## src/rtl/rowtest_pkg.sv

```systemverilog
package rowtest_pkg;
  typedef enum logic [2:0] {
    PH_IDLE = 3'd0,
    PH_WPAT = 3'd1,
    PH_RPAT = 3'd2,
    PH_WCMP = 3'd3,
    PH_RCMP = 3'd4,
    PH_FIN  = 3'd5
  } phase_e;
endpackage

```

## src/rtl/rowtest_rst_sync.sv

```systemverilog
module rowtest_rst_sync (
  input  logic clk,
  input  logic rst_n,
  output logic rst_n_sync_o
);
  logic [1:0] sync_q;

  always_ff @(posedge clk or negedge rst_n) begin
    if (!rst_n) sync_q <= 2'b00;
    else        sync_q <= {sync_q[0], 1'b1};
  end

  assign rst_n_sync_o = sync_q[1];
endmodule

```

## src/rtl/rowtest_seq.sv

```systemverilog
module rowtest_seq
  import rowtest_pkg::*;
#(
  parameter int ADDR_W = 4,
  parameter int DATA_W = 8
) (
  input  logic              clk,
  input  logic              rst_n,
  input  logic              start_i,
  input  logic [DATA_W-1:0] pattern_i,
  output logic              busy_o,
  output logic              done_o,
  output logic              clr_o,
  output logic [ADDR_W-1:0] mem_addr_o,
  output logic [DATA_W-1:0] mem_wdata_o,
  output logic              mem_we_o,
  output logic              mem_re_o,
  output logic [DATA_W-1:0] rd_exp_o
);
  localparam logic [ADDR_W-1:0] LAST_ROW = {ADDR_W{1'b1}};

  phase_e            state_q, state_d;
  logic [ADDR_W-1:0] row_q, row_d;
  logic [DATA_W-1:0] pat_q;
  logic              pat_en;
  logic              done_q, done_d;
  logic              accept;

  assign accept = start_i && (state_q == PH_IDLE);
  assign pat_en = accept;

  always_comb begin
    state_d = state_q;
    row_d   = row_q;
    done_d  = 1'b0;
    unique case (state_q)
      PH_IDLE: if (accept) begin
        state_d = PH_WPAT;
        row_d   = '0;
      end
      PH_WPAT: state_d = PH_RPAT;
      PH_RPAT: state_d = PH_WCMP;
      PH_WCMP: state_d = PH_RCMP;
      PH_RCMP: begin
        if (row_q == LAST_ROW) state_d = PH_FIN;
        else begin
          state_d = PH_WPAT;
          row_d   = row_q + 1'b1;
        end
      end
      PH_FIN: begin
        state_d = PH_IDLE;
        done_d  = 1'b1;
      end
      default: state_d = PH_IDLE;
    endcase
  end

  always_ff @(posedge clk or negedge rst_n) begin
    if (!rst_n) begin
      state_q <= PH_IDLE;
      row_q   <= '0;
      done_q  <= 1'b0;
    end else begin
      state_q <= state_d;
      row_q   <= row_d;
      done_q  <= done_d;
    end
  end

  always_ff @(posedge clk or negedge rst_n) begin
    if (!rst_n)      pat_q <= '0;
    else if (pat_en) pat_q <= pattern_i;
  end

  assign busy_o      = (state_q != PH_IDLE);
  assign done_o      = done_q;
  assign clr_o       = accept;
  assign mem_addr_o  = row_q;
  assign mem_we_o    = (state_q == PH_WPAT) || (state_q == PH_WCMP);
  assign mem_re_o    = (state_q == PH_RPAT) || (state_q == PH_RCMP);
  assign mem_wdata_o = (state_q == PH_WCMP) ? ~pat_q : pat_q;
  assign rd_exp_o    = (state_q == PH_RCMP) ? ~pat_q : pat_q;


  no_we_re_chk: assert property (@(posedge clk) disable iff (!rst_n)
    !(mem_we_o && mem_re_o));


  strobe_busy_chk: assert property (@(posedge clk) disable iff (!rst_n)
    (mem_we_o || mem_re_o) |-> busy_o);


  done_pulse_chk: assert property (@(posedge clk) disable iff (!rst_n)
    done_o |=> !done_o);


  done_idle_chk: assert property (@(posedge clk) disable iff (!rst_n)
    done_o |-> !busy_o);
endmodule

```

## src/rtl/rowtest_cmp.sv

```systemverilog
module rowtest_cmp #(
  parameter int ADDR_W = 4,
  parameter int DATA_W = 8
) (
  input  logic              clk,
  input  logic              rst_n,
  input  logic              clr_i,
  input  logic              rd_en_i,
  input  logic [ADDR_W-1:0] rd_addr_i,
  input  logic [DATA_W-1:0] rd_exp_i,
  input  logic [DATA_W-1:0] rdata_i,
  output logic              fail_o,
  output logic [ADDR_W-1:0] err_addr_o,
  output logic [DATA_W-1:0] err_exp_o,
  output logic [DATA_W-1:0] err_act_o
);
  logic              chk_en_q;
  logic [ADDR_W-1:0] chk_addr_q;
  logic [DATA_W-1:0] chk_exp_q;
  logic              mismatch;
  logic              cap_en;
  logic              fail_q, fail_d;
  logic [ADDR_W-1:0] err_addr_q;
  logic [DATA_W-1:0] err_exp_q, err_act_q;

  always_ff @(posedge clk or negedge rst_n) begin
    if (!rst_n) begin
      chk_en_q   <= 1'b0;
      chk_addr_q <= '0;
      chk_exp_q  <= '0;
    end else begin
      chk_en_q <= rd_en_i;
      if (rd_en_i) begin
        chk_addr_q <= rd_addr_i;
        chk_exp_q  <= rd_exp_i;
      end
    end
  end

  assign mismatch = chk_en_q && (rdata_i != chk_exp_q);
  assign cap_en   = mismatch && !fail_q && !clr_i;

  always_comb begin
    fail_d = fail_q;
    if (clr_i)       fail_d = 1'b0;
    else if (cap_en) fail_d = 1'b1;
  end

  always_ff @(posedge clk or negedge rst_n) begin
    if (!rst_n) fail_q <= 1'b0;
    else        fail_q <= fail_d;
  end

  always_ff @(posedge clk or negedge rst_n) begin
    if (!rst_n) begin
      err_addr_q <= '0;
      err_exp_q  <= '0;
      err_act_q  <= '0;
    end else if (clr_i) begin
      err_addr_q <= '0;
      err_exp_q  <= '0;
      err_act_q  <= '0;
    end else if (cap_en) begin
      err_addr_q <= chk_addr_q;
      err_exp_q  <= chk_exp_q;
      err_act_q  <= rdata_i;
    end
  end

  assign fail_o     = fail_q;
  assign err_addr_o = err_addr_q;
  assign err_exp_o  = err_exp_q;
  assign err_act_o  = err_act_q;


  err_hold_chk: assert property (@(posedge clk) disable iff (!rst_n)
    (fail_o && !clr_i) |=> ($stable(err_addr_o) && $stable(err_exp_o) && $stable(err_act_o)));


  clr_fail_chk: assert property (@(posedge clk) disable iff (!rst_n)
    clr_i |=> !fail_o);
endmodule

```

## src/rtl/rowtest_ctrl.sv

```systemverilog
module rowtest_ctrl #(
  parameter int ADDR_W = 4,
  parameter int DATA_W = 8
) (
  input  logic              clk,
  input  logic              rst_n,
  input  logic              start_i,
  input  logic [DATA_W-1:0] pattern_i,
  output logic [ADDR_W-1:0] mem_addr_o,
  output logic [DATA_W-1:0] mem_wdata_o,
  output logic              mem_we_o,
  output logic              mem_re_o,
  input  logic [DATA_W-1:0] mem_rdata_i,
  output logic              busy_o,
  output logic              done_o,
  output logic              fail_o,
  output logic [ADDR_W-1:0] err_addr_o,
  output logic [DATA_W-1:0] err_exp_o,
  output logic [DATA_W-1:0] err_act_o
);
  logic              rst_n_s;
  logic              clr;
  logic [DATA_W-1:0] rd_exp;

  rowtest_rst_sync u_rst (
    .clk          (clk),
    .rst_n        (rst_n),
    .rst_n_sync_o (rst_n_s)
  );

  rowtest_seq #(.ADDR_W(ADDR_W), .DATA_W(DATA_W)) u_seq (
    .clk         (clk),
    .rst_n       (rst_n_s),
    .start_i     (start_i),
    .pattern_i   (pattern_i),
    .busy_o      (busy_o),
    .done_o      (done_o),
    .clr_o       (clr),
    .mem_addr_o  (mem_addr_o),
    .mem_wdata_o (mem_wdata_o),
    .mem_we_o    (mem_we_o),
    .mem_re_o    (mem_re_o),
    .rd_exp_o    (rd_exp)
  );

  rowtest_cmp #(.ADDR_W(ADDR_W), .DATA_W(DATA_W)) u_cmp (
    .clk        (clk),
    .rst_n      (rst_n_s),
    .clr_i      (clr),
    .rd_en_i    (mem_re_o),
    .rd_addr_i  (mem_addr_o),
    .rd_exp_i   (rd_exp),
    .rdata_i    (mem_rdata_i),
    .fail_o     (fail_o),
    .err_addr_o (err_addr_o),
    .err_exp_o  (err_exp_o),
    .err_act_o  (err_act_o)
  );
endmodule

```

## config.mk

```make
export PLATFORM = sky130hd
export DESIGN_NAME = rowtest_ctrl
export DESIGN_NICKNAME = d
export VERILOG_FILES = /design/src/rtl/rowtest_pkg.sv /design/src/rtl/rowtest_rst_sync.sv /design/src/rtl/rowtest_seq.sv /design/src/rtl/rowtest_cmp.sv /design/src/rtl/rowtest_ctrl.sv
export SDC_FILE = /design/constraint.sdc
export NUM_CORES = 1
export LEC_CHECK = 0
export BUFFER_PORTS_ARGS = -buffer_cell sky130_fd_sc_hd__buf_4
export CORE_ASPECT_RATIO = 1.2
export CORE_MARGIN = 2
export CORE_UTILIZATION = 50
export CTS_CLUSTER_DIAMETER = 80
export DETAILED_ROUTE_END_ITERATION = 6
export PLACE_DENSITY = 0.83
export SYNTH_ARGS = -nofsm -noshare
export SYNTH_HDL_FRONTEND = slang
export SYNTH_SLANG_ARGS = --single-unit
```

## constraint.sdc

```tcl
create_clock -name clk -period 3.44 [get_ports clk]
set_input_delay 0.344 -clock clk [delete_from_list [all_inputs] [get_ports clk]]
set_output_delay 0.344 -clock clk [all_outputs]
set_load 0.05 [all_outputs]
```

==> key figures, run 1 <==
Critical path
  • Worst EP arrival: around 2 ns
  • CP Launch Point: u_seq.state_q[2]
  • Reg2reg start: u_seq.state_q[2]
  • Critical path launch point type: flop
  • Setup CP Type: reg -> out
  • Crit path max fanout: 22
  • CP endpoint kind: primary output
  • Setup slack, reg-to-reg: roughly 1.5 ns
  • Cell depth of the worst flop-to-flop path: 5
  • Setup crit end: mem_wdata_o[7]
  • CP Data Required Time: 3.10 ns
  • Worst r2r dst: u_cmp.err_exp_o[7]

Routing
  • Vias: 1877
  • WL final: ~5 mm
  • Initial DRC count: 154
  • DRC Markers: 0
  • DR pass1 iterations: 4
  • Vias per cell: 5.24
  • Routed WL per cell: about 14 um
  • Number of routed nets with antenna violations: 0

Logic synthesis
  • YS warnings: 0
  • Most frequent cells after synthesis: nand2_1, dfrtp_1, mux2i_1
  • Prevailing post-synth register cell: dfrtp_1
  • Cell variety after synth: 30
  • Share of the synthesized area in the top cell type: a little over half
  • Post-synth EDFFs: 0
  • Seq/Total Area, Yosys: roughly 54%
  • Most numerous cell in the Yosys netlist: nand2_1
  • Mux share of post-synthesis cell area: a little over 10%
  • Adder-Cell Fraction of Synth Area: less than 1%
  • Seq cells post-synth: 52
  • Cells after Synth: 247
  • Post-synthesis xor/xnor area fraction: 7.27%
  • Mapped Area: roughly 0.0024 sq mm
  • Post-synthesis simple-gate area fraction: ~17%
  • Synthesized net count: about 270
  • Post-synth top area cell: dfrtp_1
  • Combinational family with the most area after synthesis: simple AND/OR/NAND/NOR gates
  • Ys async rst share: between 90% and 100%
  • Compound-cell area share of the yosys netlist: under 10%
  • Ranking of synthesized cells by area: dfrtp_1, nand2_1, mux2i_1
  • Avg Inst Size Synth: just under 10 sq um

Place
  • Final GP Congestion: roughly 0.8
  • Number of port buffers: 55
  • Placed inst area: between 0.002 and 0.003 sq mm
  • Post-DP HPWL: approximately 3.6 mm
  • Worst slack, placed: ~1.4 ns

Global routing
  • Initial antenna violation count: 0
  • GRT Total Usage: about a fifth
  • First-pass GRT wire length: between 8 and 9 mm
  • Vias in the first global route: approximately 1800
  • Largest net degree at the start of global routing: a little over 50
  • Grt total ovfl: 0

STA
  • Fin crit share: a little over two thirds
  • Max Freq: roughly 0.42 GHz
  • Final Critical Period: roughly 2.4 ns
  • Slew Limit Fails: 0
  • WHS: between 0.2 and 0.25 ns
  • Setup_tns: 0 ns
  • Final Hold Fails: 0
  • Slew @ Worst Pin: approximately 1.0 ns
  • Final setup violation count: 0
  • Skew final: 0.00843 ns
  • Slew headroom: between 30 and 40%
  • RSZ-0062 raised after global routing: no
  • Setup ws final: roughly 1.0 ns

Finish
  • Share of cells above drive strength 1: about a quarter
  • Post-route cell area: a little under 0.003 sq mm
  • Area growth syn-to-layout: 22.5%
  • Fill cell total of the finished layout: roughly 380
  • Antenna diode instance count: 0
  • Sequential Area: about 0.0013 sq mm
  • Nets@finish: about 320
  • Multi-input gate area: around 0.001 sq mm

CTS
  • CTS buffer count: 5
  • Skew-Pair Late Insertion Delay: 0.30 ns
  • Post-CTS Setup Inserts: 0
  • Num Clock Sinks: 52
  • Worst-path clk slew: ~0.09 ns
  • CTS tree: built
  • CTS Buffer Depth: 2
  • CTS H-tree lvls: 2
  • Clk root buf: clkbuf_8

Floorplan
  • Die extent in y: between 80 and 90 um
  • Die span in x: 67.4 um
  • Row cnt: 27
  • Die area: roughly 0.0054 sq mm
  • Starting Density: roughly 52%
  • Core area: approximately 0.0046 sq mm
  • I/O pin count: between 50 and 60

Hold path
  • Class of the worst hold path: in -> reg

Status
  • Status: completed

Flow run
  • Reported max-cap violation count: 0
[worst min path at each step]
stage,startpoint,to,depth (start not counted)
detailed placement,rst_n,u_rst.sync_q[0],1
floorplan,rst_n,u_rst.sync_q[0],0
finish,pattern_i[6],u_seq.pat_q[6],3
global route,pattern_i[7],u_seq.pat_q[7],3
CTS,pattern_i[6],u_seq.pat_q[6],3
global placement,rst_n,u_rst.sync_q[0],1
[worst max-delay path, stage by stage (launching register included)]
cell and delay [ns]:
dfrtp_1 0.61, nor2b_1 0.27, nand2_1 0.34, xnor2_1 0.29
buf_4 0.23
[metrics by stage]
step | std cells | utilization [%]
final | 358 | 63.8
after global routing | 358 | 63.8
after detailed placement | 349 | 61.6
after global placement | 349 | 61.6
after floorplan | 247 | -
after CTS | 358 | 63.8
[state kept, by name (all words and copies together) (netlist names)]
| signal | flops |
|---|---|
| u_rst.sync_q | 2 |
| u_cmp.fail_o | 1 |
| u_cmp.err_act_o | 8 |
| u_seq.mem_addr_o | 4 |
| u_seq.state_q | 3 |
| u_cmp.chk_exp_q | 8 |
| u_cmp.chk_addr_q | 4 |
| u_cmp.err_addr_o | 4 |
| u_seq.pat_q | 8 |
| u_seq.done_o | 1 |
| u_cmp.err_exp_o | 8 |
| u_cmp.chk_en_q | 1 |
[cell type report]
cell class	count	area share (%)
Sequential cell	52	44.1
Multi-Input combinational cell	177	34.7
Timing Repair Buffer	59	15.1
Clock buffer	7	2.92
Tap cell	58	2.46
Inverter	4	0.508
Clock inverter	1	0.254
[cells in the final DEF, fill, tap and decap left out, drive strengths merged, types with 7 or more instances in the layout]
cell and n:
nand2 75, buf 58, dfrtp 52, mux2i 20, o21ai 13, xnor2 10, xor2 10, nor2 8
a21oi 8, o22ai 7, clkbuf 7
[layer usage]
layer	global-route usage [%]	part of all wire (%)
met3	3.08	4.2
met5	0	0
met4	6.73	1.0
met2	34.5	51
met1	26.2	44
[cell families (layout without fill, tap and decap cells)]
logic type	count (synthesis)	count (layout)
flip-flops	52	52
AO/OA/AOI/OAI	32	32
AND/OR/NAND/NOR	99	99
buffers and inverters	18	71
multiplexers	24	24
adder cells (fa/ha/maj)	1	1
XOR/XNOR	20	20
other	1	1
[what timing repair did]
item | CTS | global route
hold buffers | 1 | 0
hold endpoints to repair | 2 | 0
gates resized for setup | 0 | 0
Power of run 1 is left out: the tool's default activity adds up to more than one toggle a clock period on the data nets, which glitch-free logic cannot reach.
==> run 2: changes to the inputs <==
--- a/config.mk
+++ b/config.mk
@@ -5,6 +5,7 @@
 export SDC_FILE = /design/constraint.sdc
 export NUM_CORES = 1
 export LEC_CHECK = 0
+export ABC_AREA = 1
 export BUFFER_PORTS_ARGS = -buffer_cell sky130_fd_sc_hd__buf_4
 export CORE_ASPECT_RATIO = 1.2
 export CORE_MARGIN = 2
==> constraint.sdc (replaced) <==
create_clock -name clk -period 2.3 [get_ports clk]
set_input_delay 0.23 -clock clk [delete_from_list [all_inputs] [get_ports clk]]
set_output_delay 0.23 -clock clk [all_outputs]
set_load 0.05 [all_outputs]
==> run 2 against run 1 <==
Net effect:
- routed wire length increased by 1.0%
- global-route usage increased by 1.2 points
- final cell count increased by 6.1%
- die area decreased by 0.35%
- clock skew increased by 0.0030 ns
- via count increased by 5.2%
- core utilization increased by 0.36 points
- clock-buffer cell count decreased by 1
- critical path depth increased by 1
- critical endpoint is now mem_wdata_o[0]
- highest routed layer unchanged
==> key figures, run 2 <==
Finish
  • Final design utilization: 64.2% (+0.36 points)
  • Most common cell after layout, fill and taps aside: buf_4
  • Sequential Area: 0.00130 sq mm (unchanged)
  • Nets@finish: 341 (+6.9%)
  • Commonest non-fill, non-tap cells in the layout: buf_4, nand2_1, dfrtp_1, nand3_1, inv_1
  • Share of cells above drive strength 1: 25.5% (+1.8 points)
  • Fill cell total of the finished layout: 431 (+14%)
  • Antenna diode instance count: 0 (unchanged)
  • Area growth syn-to-layout: 22.8%
  • Multi-input gate area: 908 sq um (-11%)

Logic synthesis
  • Most numerous cell in the Yosys netlist: nand2_1
  • Post-synth EDFFs: 0 (unchanged)
  • Cell variety after synth: 25 (-17%)
  • Synthesized net count: 286 (+7.1%)
  • Most frequent cells after synthesis: nand2_1, dfrtp_1, nand3_1
  • Mapped Area: 0.00240 sq mm (-0.36%)
  • Prevailing post-synth register cell: dfrtp_1
  • Cells after Synth: 266 (+7.7%)
  • Share of the synthesized area in the top cell type: 54.2% (+0.20 points)
  • Ranking of synthesized cells by area: dfrtp_1, nand2_1, nand4_1
  • Post-synth top area cell: dfrtp_1
  • Avg Inst Size Synth: 9.03 sq um (-7.5%)
  • Seq cells post-synth: 52 (unchanged)
  • Ys async rst share: 100% (unchanged)
  • YS warnings: 0 (unchanged)
  • Seq/Total Area, Yosys: 54.2% (+0.20 points)

Critical path
  • Worst EP arrival: 1.55 ns (-0.50 ns)
  • CP endpoint kind: primary output
  • CP max stage cell: dfrtp_1
  • Crit path depth: 5 (+1)
  • CP top delay family: flip-flops
  • CP Data Required Time: 2.07 ns (-1.03 ns)
  • Reg2reg start: u_seq.state_q[0]
  • Crit path max fanout: 9 (-59%)
  • Cell depth of the worst flop-to-flop path: 8 (+3)
  • Critical-path cell list: nand2_1 > inv_1 > nand2_2 > xor2_1 > buf_4
  • Critical path launch point type: flop
  • Setup CP Type: reg -> out
  • Critical Path Max Stage Delay: 0.46 ns (-0.15 ns)
  • Worst r2r dst: u_seq.mem_addr_o[3]
  • Buf/Inv on CP: 2 (+1)
  • Setup slack, reg-to-reg: 0.65 ns (-0.80 ns)

Routing
  • Vias: 1974 (+5.2%)
  • Vias per cell: 5.19 (-0.92%)
  • Number of routed nets with antenna violations: 0 (unchanged)
  • DRC Markers: 0 (unchanged)
  • DR pass1 iterations: 4 (unchanged)
  • WL final: 5.07 mm (+1.0%)
  • Initial DRC count: 137 (-11%)
  • Routed WL per cell: 13.3 um (-4.9%)

CTS
  • Skew-Pair Late Insertion Delay: 0.31 ns (about the same)
  • CTS H-tree lvls: 2 (unchanged)
  • Clk root buf: clkbuf_8
  • Post_cts resized: 0 (unchanged)
  • CTS tree: built
  • CTS Buffer Depth: 2 (unchanged)
  • Post-CTS Setup Inserts: 0 (unchanged)
  • Num Clock Sinks: 52 (unchanged)
  • Worst-path clk slew: 0.09 ns (about the same)
  • CTS buffer count: 5 (unchanged)

Status
  • Status: completed

STA
  • Slew Limit Fails: 0 (unchanged)
  • Final Critical Period: between 1.5 and 2 ns
  • Max Freq: around 0.56 GHz
  • RSZ-0062 raised after global routing: no
  • Final Hold Fails: 0 (unchanged)
  • Setup_tns: 0 ns (unchanged)
  • Skew final: 0.0115 ns (+0.00303 ns)
  • Fin crit share: 77.4%
  • Final setup violation count: 0 (unchanged)
  • WHS: 0.127 ns (-0.107 ns)

Global routing
  • Vias in the first global route: 1914 (+7.8%)
  • Initial antenna violation count: 0 (unchanged)
  • Largest net degree at the start of global routing: 43 (-16%)
  • Grt total ovfl: 0 (unchanged)
  • First-pass GRT wire length: 8.70 mm (+4.9%)
  • GRT Total Usage: 21.5% (+1.2 points)

Hold path
  • WHS Endpoint: u_seq.pat_q[4]
  • Cells on Worst Hold Path: 3 (unchanged)
  • Class of the worst hold path: in -> reg
  • Worst hold path startpoint: pattern_i[4]

Floorplan
  • I/O pin count: 56 (unchanged)
  • Die extent in y: 79.9 um (-0.17%)
  • Die span in x: 67.3 um (-0.17%)
  • Die area: 0.00538 sq mm (-0.35%)
  • Core area: 0.00459 sq mm (-0.73%)
  • Starting Density: 52.3% (+0.19 points)
  • Row cnt: 27 (unchanged)

Place
  • Final GP Congestion: 0.871 (+12%)
  • Post-DP HPWL: 3.87 mm (+6.5%)
  • Number of port buffers: 55 (unchanged)

Flow run
  • Reported max-cap violation count: 0 (unchanged)
## run 2: cell types whose count changed in the layout (fill, tap and decap cells not counted), moves of 18 or more
cell / before / now
nand2_1: 75 / 55
mux2i_1: 20 / 0
nand3_1: 4 / 24
inv_1: 4 / 23
nand4_1: 2 / 20
## run 2: per-layer routing
metal / up-vias / share of wire, % / track usage [%]
met1: 914 / 41 / 26.6
met3: 8 / 5.1 / 3.81
met2: 67 / 53 / 37.0
met4: 0 / 1.6 / 7.76
li1: 985 / - / -
met5: - / 0 / 0
## run 2: worst max-delay path by stage
| stage | startpoint | endpoint |
|---|---|---|
| after floorplan | u_seq.state_q[1] | mem_wdata_o[0] |
| after CTS | u_seq.state_q[1] | mem_wdata_o[7] |
| after global placement | u_seq.state_q[0] | u_seq.mem_addr_o[3] |
| after global routing | u_seq.state_q[1] | mem_wdata_o[0] |
| final | u_seq.state_q[1] | mem_wdata_o[0] |
| after detailed placement | u_seq.state_q[0] | u_seq.mem_addr_o[3] |
## run 2: final cells by class
type	instances	area share, %
flip-flops and latches	52	44.2
multi-input cells	173	30.8
repair buffers	62	15.9
inverters	27	3.44
clock buffers	6	2.80
well taps	58	2.46
clock inverters	2	0.467
## run 2: repair_timing
action | 4_1_cts | 5_1_grt
hold endpoints to repair | 2 | 0
endpoints found under the setup margin | 0 | 0
hold buffers | 1 | 0
## run 2: cell families after synthesis
logic type	after synthesis	share of synthesized area, %
adders and majority gates	1	0.521
xor gates and xnor gates	18	6.56
AOI/OAI and AO/OA	30	6.72
and+or+nand+nor	123	23.9
buffers and inverters	41	8.02
DFF	52	54.2
other	1	0.156
## run 2: worst min-delay path, stage by stage
cell     delay (ns)
buf_4          0.07
nand2_1        0.04
o21ai_0        0.05
## run 2: per-stage QoR
step	area, sq um	worst slack, ns	cells
finish	2950	0.520	380
global route	2950	0.370	380
CTS	2950	0.508	380
detailed placement	2840	0.659	371
global placement	2840	0.781	371
floorplan	2400	0.556	266
Power of run 2 is left out for the same reason.
